## src/rtl/arb_pkg.sv

```systemverilog
package arb_pkg;
  typedef enum logic [1:0] {
    CLS_LO  = 2'd0,
    CLS_MED = 2'd1,
    CLS_HI  = 2'd2
  } cls_e;

  localparam int NCLS    = 3;
  localparam int IDX_LO  = 0;
  localparam int IDX_MED = 1;
  localparam int IDX_HI  = 2;

  localparam logic [1:0] TY_READ = 2'b00;
  localparam logic [1:0] TY_ISO  = 2'b01;
endpackage

```

## src/rtl/arb_classify.sv

```systemverilog
module arb_classify #(
  parameter int NREQ = 4
) (
  input  logic [2*NREQ-1:0] req_type,
  input  logic              cfg_rd_high,
  input  logic              cfg_wr_medium,
  input  logic              cfg_iso_drop,
  input  logic              cfg_iso_drop_more,
  output logic [2*NREQ-1:0] req_cls
);
  import arb_pkg::*;

  for (genvar i = 0; i < NREQ; i++) begin : g_map
    logic [1:0] ty;
    cls_e       cls;
    assign ty = req_type[2*i +: 2];
    always_comb begin
      if (ty == TY_READ) begin
        cls = cfg_rd_high ? CLS_HI : CLS_MED;
      end else if (ty == TY_ISO) begin
        if (!cfg_iso_drop)          cls = CLS_HI;
        else if (cfg_iso_drop_more) cls = CLS_LO;
        else                        cls = CLS_MED;
      end else begin
        cls = cfg_wr_medium ? CLS_MED : CLS_LO;
      end
    end
    assign req_cls[2*i +: 2] = cls;
  end
endmodule

```

## src/rtl/arb_rr_pick.sv

```systemverilog
module arb_rr_pick #(
  parameter int NREQ = 4
) (
  input  logic            clk,
  input  logic            rst_n,
  input  logic [NREQ-1:0] req,
  input  logic            adv,
  output logic [NREQ-1:0] gnt
);
  localparam int PW = (NREQ > 1) ? $clog2(NREQ) : 1;

  logic [PW-1:0] ptr;
  logic [PW-1:0] pick;
  logic [PW-1:0] pick_next;
  logic          found;
  int            slot;

  always_comb begin
    gnt   = '0;
    pick  = ptr;
    found = 1'b0;
    slot  = 0;
    for (int k = 0; k < NREQ; k++) begin
      slot = int'(ptr) + k;
      if (slot >= NREQ) slot = slot - NREQ;
      if (!found && req[slot]) begin
        found = 1'b1;
        pick  = PW'(slot);
      end
    end
    if (found) gnt[pick] = 1'b1;
    pick_next = (int'(pick) == NREQ - 1) ? '0 : pick + 1'b1;
  end

  // pointer moves just past the served requester
  always_ff @(posedge clk) begin
    if (!rst_n)            ptr <= '0;
    else if (adv && found) ptr <= pick_next;
  end
endmodule

```

## src/rtl/arb_bypass_ctr.sv

```systemverilog
module arb_bypass_ctr #(
  parameter int W = 2
) (
  input  logic         clk,
  input  logic         rst_n,
  input  logic         win,
  input  logic         yield,
  output logic [W-1:0] cnt
);
  localparam logic [W-1:0] CMAX = '1;

  // count overtakes, clear when a lower class is served
  always_ff @(posedge clk) begin
    if (!rst_n)                    cnt <= '0;
    else if (yield)                cnt <= '0;
    else if (win && cnt != CMAX)   cnt <= cnt + 1'b1;
  end
endmodule

```

## src/rtl/prio_bypass_arb.sv

```systemverilog
module prio_bypass_arb #(
  parameter int NREQ = 4,
  parameter int LIMW = 2
) (
  input  logic              clk,
  input  logic              rst_n,
  input  logic [NREQ-1:0]   req_valid,
  input  logic [2*NREQ-1:0] req_type,
  input  logic              cfg_rd_high,
  input  logic              cfg_wr_medium,
  input  logic              cfg_iso_drop,
  input  logic              cfg_iso_drop_more,
  input  logic [LIMW-1:0]   cfg_high_limit,
  input  logic [LIMW-1:0]   cfg_med_limit,
  output logic [NREQ-1:0]   grant
);
  import arb_pkg::*;

  logic [2*NREQ-1:0] req_cls;
  logic [NREQ-1:0]   cmask [NCLS];
  logic [NREQ-1:0]   cgnt  [NCLS];
  logic [NCLS-1:0]   cany;
  logic [NCLS-1:0]   cadv;
  logic [LIMW-1:0]   hi_cnt;
  logic [LIMW-1:0]   med_cnt;
  logic              lower_than_hi;
  logic              hi_stop;
  logic              med_stop;

  arb_classify #(.NREQ(NREQ)) u_cls (
    .req_type          (req_type),
    .cfg_rd_high       (cfg_rd_high),
    .cfg_wr_medium     (cfg_wr_medium),
    .cfg_iso_drop      (cfg_iso_drop),
    .cfg_iso_drop_more (cfg_iso_drop_more),
    .req_cls           (req_cls)
  );

  always_comb begin
    for (int c = 0; c < NCLS; c++) begin
      for (int i = 0; i < NREQ; i++) begin
        cmask[c][i] = req_valid[i] && (req_cls[2*i +: 2] == 2'(c));
      end
      cany[c] = |cmask[c];
    end
  end

  for (genvar c = 0; c < NCLS; c++) begin : g_rr
    arb_rr_pick #(.NREQ(NREQ)) u_rr (
      .clk   (clk),
      .rst_n (rst_n),
      .req   (cmask[c]),
      .adv   (cadv[c]),
      .gnt   (cgnt[c])
    );
  end

  assign lower_than_hi = cany[IDX_MED] || cany[IDX_LO];
  assign hi_stop  = (hi_cnt  >= cfg_high_limit) && lower_than_hi;
  assign med_stop = (med_cnt >= cfg_med_limit)  && cany[IDX_LO];

  // class choice, highest class that is not suspended
  always_comb begin
    cadv = '0;
    if (cany[IDX_HI] && !hi_stop)        cadv[IDX_HI]  = 1'b1;
    else if (cany[IDX_MED] && !med_stop) cadv[IDX_MED] = 1'b1;
    else if (cany[IDX_LO])               cadv[IDX_LO]  = 1'b1;
  end

  always_comb begin
    if (cadv[IDX_HI])       grant = cgnt[IDX_HI];
    else if (cadv[IDX_MED]) grant = cgnt[IDX_MED];
    else if (cadv[IDX_LO])  grant = cgnt[IDX_LO];
    else                    grant = '0;
  end

  arb_bypass_ctr #(.W(LIMW)) u_hi_ctr (
    .clk   (clk),
    .rst_n (rst_n),
    .win   (cadv[IDX_HI] && lower_than_hi),
    .yield (cadv[IDX_MED] || cadv[IDX_LO]),
    .cnt   (hi_cnt)
  );

  arb_bypass_ctr #(.W(LIMW)) u_med_ctr (
    .clk   (clk),
    .rst_n (rst_n),
    .win   (cadv[IDX_MED] && cany[IDX_LO]),
    .yield (cadv[IDX_LO]),
    .cnt   (med_cnt)
  );
endmodule

```

## config.mk

```make
export PLATFORM = sky130hd
export DESIGN_NAME = prio_bypass_arb
export DESIGN_NICKNAME = d
export VERILOG_FILES = /design/src/rtl/arb_pkg.sv /design/src/rtl/arb_classify.sv /design/src/rtl/arb_rr_pick.sv /design/src/rtl/arb_bypass_ctr.sv /design/src/rtl/prio_bypass_arb.sv
export SDC_FILE = /design/constraint.sdc
export NUM_CORES = 1
export LEC_CHECK = 0
export ABC_AREA = 1
export ABC_CLOCK_PERIOD_IN_PS = 4800
export BUFFER_PORTS_ARGS = -buffer_cell sky130_fd_sc_hd__buf_2
export CORE_ASPECT_RATIO = 1.5
export CORE_MARGIN = 2
export CORE_UTILIZATION = 48
export DETAILED_ROUTE_END_ITERATION = 10
export PLACE_DENSITY = 0.74
export REMOVE_ABC_BUFFERS = 1
export SYNTH_ARGS = -nofsm -noshare
export SYNTH_HDL_FRONTEND = slang
export SYNTH_HIERARCHICAL = 1
export SYNTH_SLANG_ARGS = --single-unit
export TNS_END_PERCENT = 50
```

## constraint.sdc

```tcl
create_clock -name clk -period 4.8 [get_ports clk]
set_input_delay 0.48 -clock clk [delete_from_list [all_inputs] [get_ports clk]]
set_output_delay 0.48 -clock clk [all_outputs]
set_load 0.03 [all_outputs]
```

==> metrics.txt <==
Die Area=roughly 5900 sq um; synth warn=6; chip width=between 60 and 70 microns; EDFF count, synth=0; register-to-register path setup slack=roughly 2600 ps; P_leak=about 0.0017 uW; Max Fclk=approximately 0.30 GHz; CTS tree=built; Peak VDD IR=0.2336 mV; largest net degree at the start of global routing=13; clock buffer depth=2; Worst R2R Start=g_rr[1].u_rr/ptr[0]$_SDFFE_PN0P_; CP Capture Type=primary output; most frequent cells in the layout=165 x nand2_1, 80 x inv_1, 58 x nor2_1; post-synthesis register bit count=10; CTS hold repair buffers=0; switching power total=a little over 700 uW; Pwr Density=between 400 and 500 nW/um^2; Least-Margin Pin Slew=approximately 410 ps; GP Congestion=between 0.8 and 0.9; gr ovfl total=0; clk_lat worst skew=roughly 230 ps; Slew Limit Fails=0; Die Ht=a little over 90 microns; area fraction of the dominant cell type after synthesis=roughly 24%; first-pass GRT wire length=9908 microns; pre-CTS WS=between 1000 and 1500 ps; Worst slew margin=72.71%; post-layout minimum cycle time=roughly 3300 ps; Post-Synthesis Cells=473; post-cts resize count=0; Logic pwr share=approximately four fifths; Mapped Area=2549 sq um; Area growth syn-to-layout=7.364%; crit-path max FO=5; Setup crit end=grant[3]; Vias=around 2700; routed wire length=around 5400 microns; synthesized area per cell=between 5 and 6 sq um; Synth Area in Compound Gates=under 10%; reg-to-reg endpoint=g_rr[1].u_rr/ptr[1]$_SDFFE_PN0P_; PortBufs=25; Data required, critical path=approximately 4300 ps; antenna viol nets, final=0; wire per inst=9.539 microns; vias per cell=around 4.7; clock-pin slew on the worst setup and hold paths=around 50 ps; Fillers=between 500 and 600; Synth Flop Type=dfxtp_1; drt pass-1 iters=4; initial core utilization=~50%; Flop pwr share=12.3%; DP HPWL=~4700 microns; CP Launch Point=cfg_iso_drop; DRC Markers=0; dominant cells by area after synthesis=nand2_1 24%, inv_1 12%, ha_1 8.8%, nor2_1 8.5%, dfxtp_1 7.9%; Synth Area in Simple Gates=approximately 64%; Num CTS Buffers=3; initial antenna violation count=0; vias in the first global route=approximately 2600; mux contribution to synthesized area=0%; HP Class=flop to flop; Switching Share=slightly below 60%; outcome=complete, no violations; period utilization=~70%; Core ar.=5125 sq um; Worst Path Arrival=approximately 2900 ps; PnR worst setup slack=about 1500 ps; post-synthesis adder-cell area fraction=between 8 and 9%; row cnt=32; Max-cap violations=0; main combinational cell family by area after synthesis=simple AND/OR/NAND/NOR gates; Fin. Hold Viols=0; setup violators final=0; Final Skew=2.801 ps; clk sinks=10; # IOs=26; Post-synth ARST share=0%; largest area contributor in the netlist=nand2_1; Starting DRT DRC Count=65; RSZ-0062 raised after global routing=no; Ant. Diodes=0; P_int=roughly 480 uW; most common cell after layout, fill and taps aside=nand2_1; Post-CTS Setup Repair Bufs=0; crit start category=input pin; Final nets=roughly 540; final setup TNS=0 ps; clock power share=~7.3%; Setup Crit Path Kind=input pin to primary output; Root Buffer=clkbuf_8; GRT Total Usage=roughly 20%; post-synthesis xor/xnor area fraction=0%; H-tree Lvls=1; sequential cell area fraction in the yosys report=7.855%; share of post-route cells with drive strength above 1=21.66%; worst reg2reg path depth=14; Synth cell types=25
power by group through the flow:
| stage | combinational (uW) | sequential, uW | clock, uW |
|---|---|---|---|
| finish | 951 | 145 | 86.7 |
| global route | 1100 | 151 | 93.3 |
| CTS | 961 | 145 | 90.1 |
| detailed placement | 956 | 146 | 0 |
| global placement | 936 | 146 | 0 |
| floorplan | 775 | 136 | 0 |
layout make-up:
cell class,count,area (sq um),share of cell area (%)
timing repair buffer,25,125.1,4.572
tap,68,85.08,3.109
multi-input combinational,362,1924,70.32
sequential,10,200.2,7.316
clock buffer,3,41.29,1.509
inverter,94,360.3,13.17
registers in the layout (all words and copies together) (netlist names):
register,flops
u_med_ctr/cnt,2
g_rr.u_rr/ptr,6
u_hi_ctr/cnt,2
worst max-delay path: stages:
cell and delay (ps):
buf_2 100, inv_2 100, nor2_4 50, nand2_1 50
nand3_1 80, inv_1 80, nand3_1 110, inv_1 150
nand2_1 80, nand2_1 120, nand2_2 70, nand2_4 100
nand2_2 70, nand2_1 50, o21ai_1 60, nand2_1 50
nand2_1 60, a21oi_1 180, ha_1 190, inv_1 50
nor2_1 90, inv_1 40, nor2_1 90, nor2_1 50
nor2_1 100, buf_2 210
metrics by stage:
step / total power [uW] / cell area (sq um) / cells / util [%] / hold WS (ps)
2_1_floorplan: 911.3 / 2485 / 466 / - / 484.7
3_3_place_gp: 1082 / 2695 / 559 / 52.59 / 500.9
3_5_place_dp: 1102 / 2695 / 559 / 52.59 / 511.4
4_1_cts: 1195 / 2736 / 562 / 53.39 / 517.7
5_1_grt: 1346 / 2736 / 562 / 53.39 / 532.3
6_report: 1183 / 2736 / 562 / 53.39 / 516.3
logic make-up after synthesis:
| logic type | count (synthesis) |
|---|---|
| and+or+nand+nor | 333 |
| adders and majority gates | 18 |
| buffers and inverters | 101 |
| AOI/OAI and AO/OA | 11 |
| DFF | 10 |
Yosys cell counts (2+ instances only):
cell / count
a21oi_1: 4
buf_4: 4
buf_6: 3
dfxtp_1: 10
ha_1: 18
inv_1: 80
inv_2: 11
inv_4: 3
nand2_1: 165
nand2_2: 32
nand2_4: 8
nand3_1: 38
nand3_2: 9
nand4_1: 8
nand4_2: 2
nor2_1: 58
nor2_2: 4
nor2_4: 3
nor2_8: 3
o21ai_0: 3
o21ai_1: 2
o21ai_2: 2
worst min path at each step:
stage	startpoint	slack, ps	end	cells after the start
global placement	u_med_ctr/cnt[1]$_SDFFE_PP0P_	500	u_med_ctr/cnt[1]$_SDFFE_PP0P_	2
CTS	u_hi_ctr/cnt[1]$_SDFFE_PP0P_	520	u_hi_ctr/cnt[1]$_SDFFE_PP0P_	2
finish	u_med_ctr/cnt[1]$_SDFFE_PP0P_	520	u_med_ctr/cnt[1]$_SDFFE_PP0P_	2
global route	u_med_ctr/cnt[1]$_SDFFE_PP0P_	530	u_med_ctr/cnt[1]$_SDFFE_PP0P_	2
floorplan	u_med_ctr/cnt[1]$_SDFFE_PP0P_	480	u_med_ctr/cnt[1]$_SDFFE_PP0P_	2
detailed placement	u_hi_ctr/cnt[1]$_SDFFE_PP0P_	510	u_hi_ctr/cnt[1]$_SDFFE_PP0P_	2
routing by layer:
layer	global-route usage, %	routed length (microns)	part of all wire [%]	vias to the layer above
met5	0	0	0	-
met4	5.435	76	1.4	0
met3	1.203	71	1.3	8
met2	42.02	3074	57	25
met1	19.68	2138	40	1164
li1	-	-	-	1467
(Power assumes the default switching activity.)
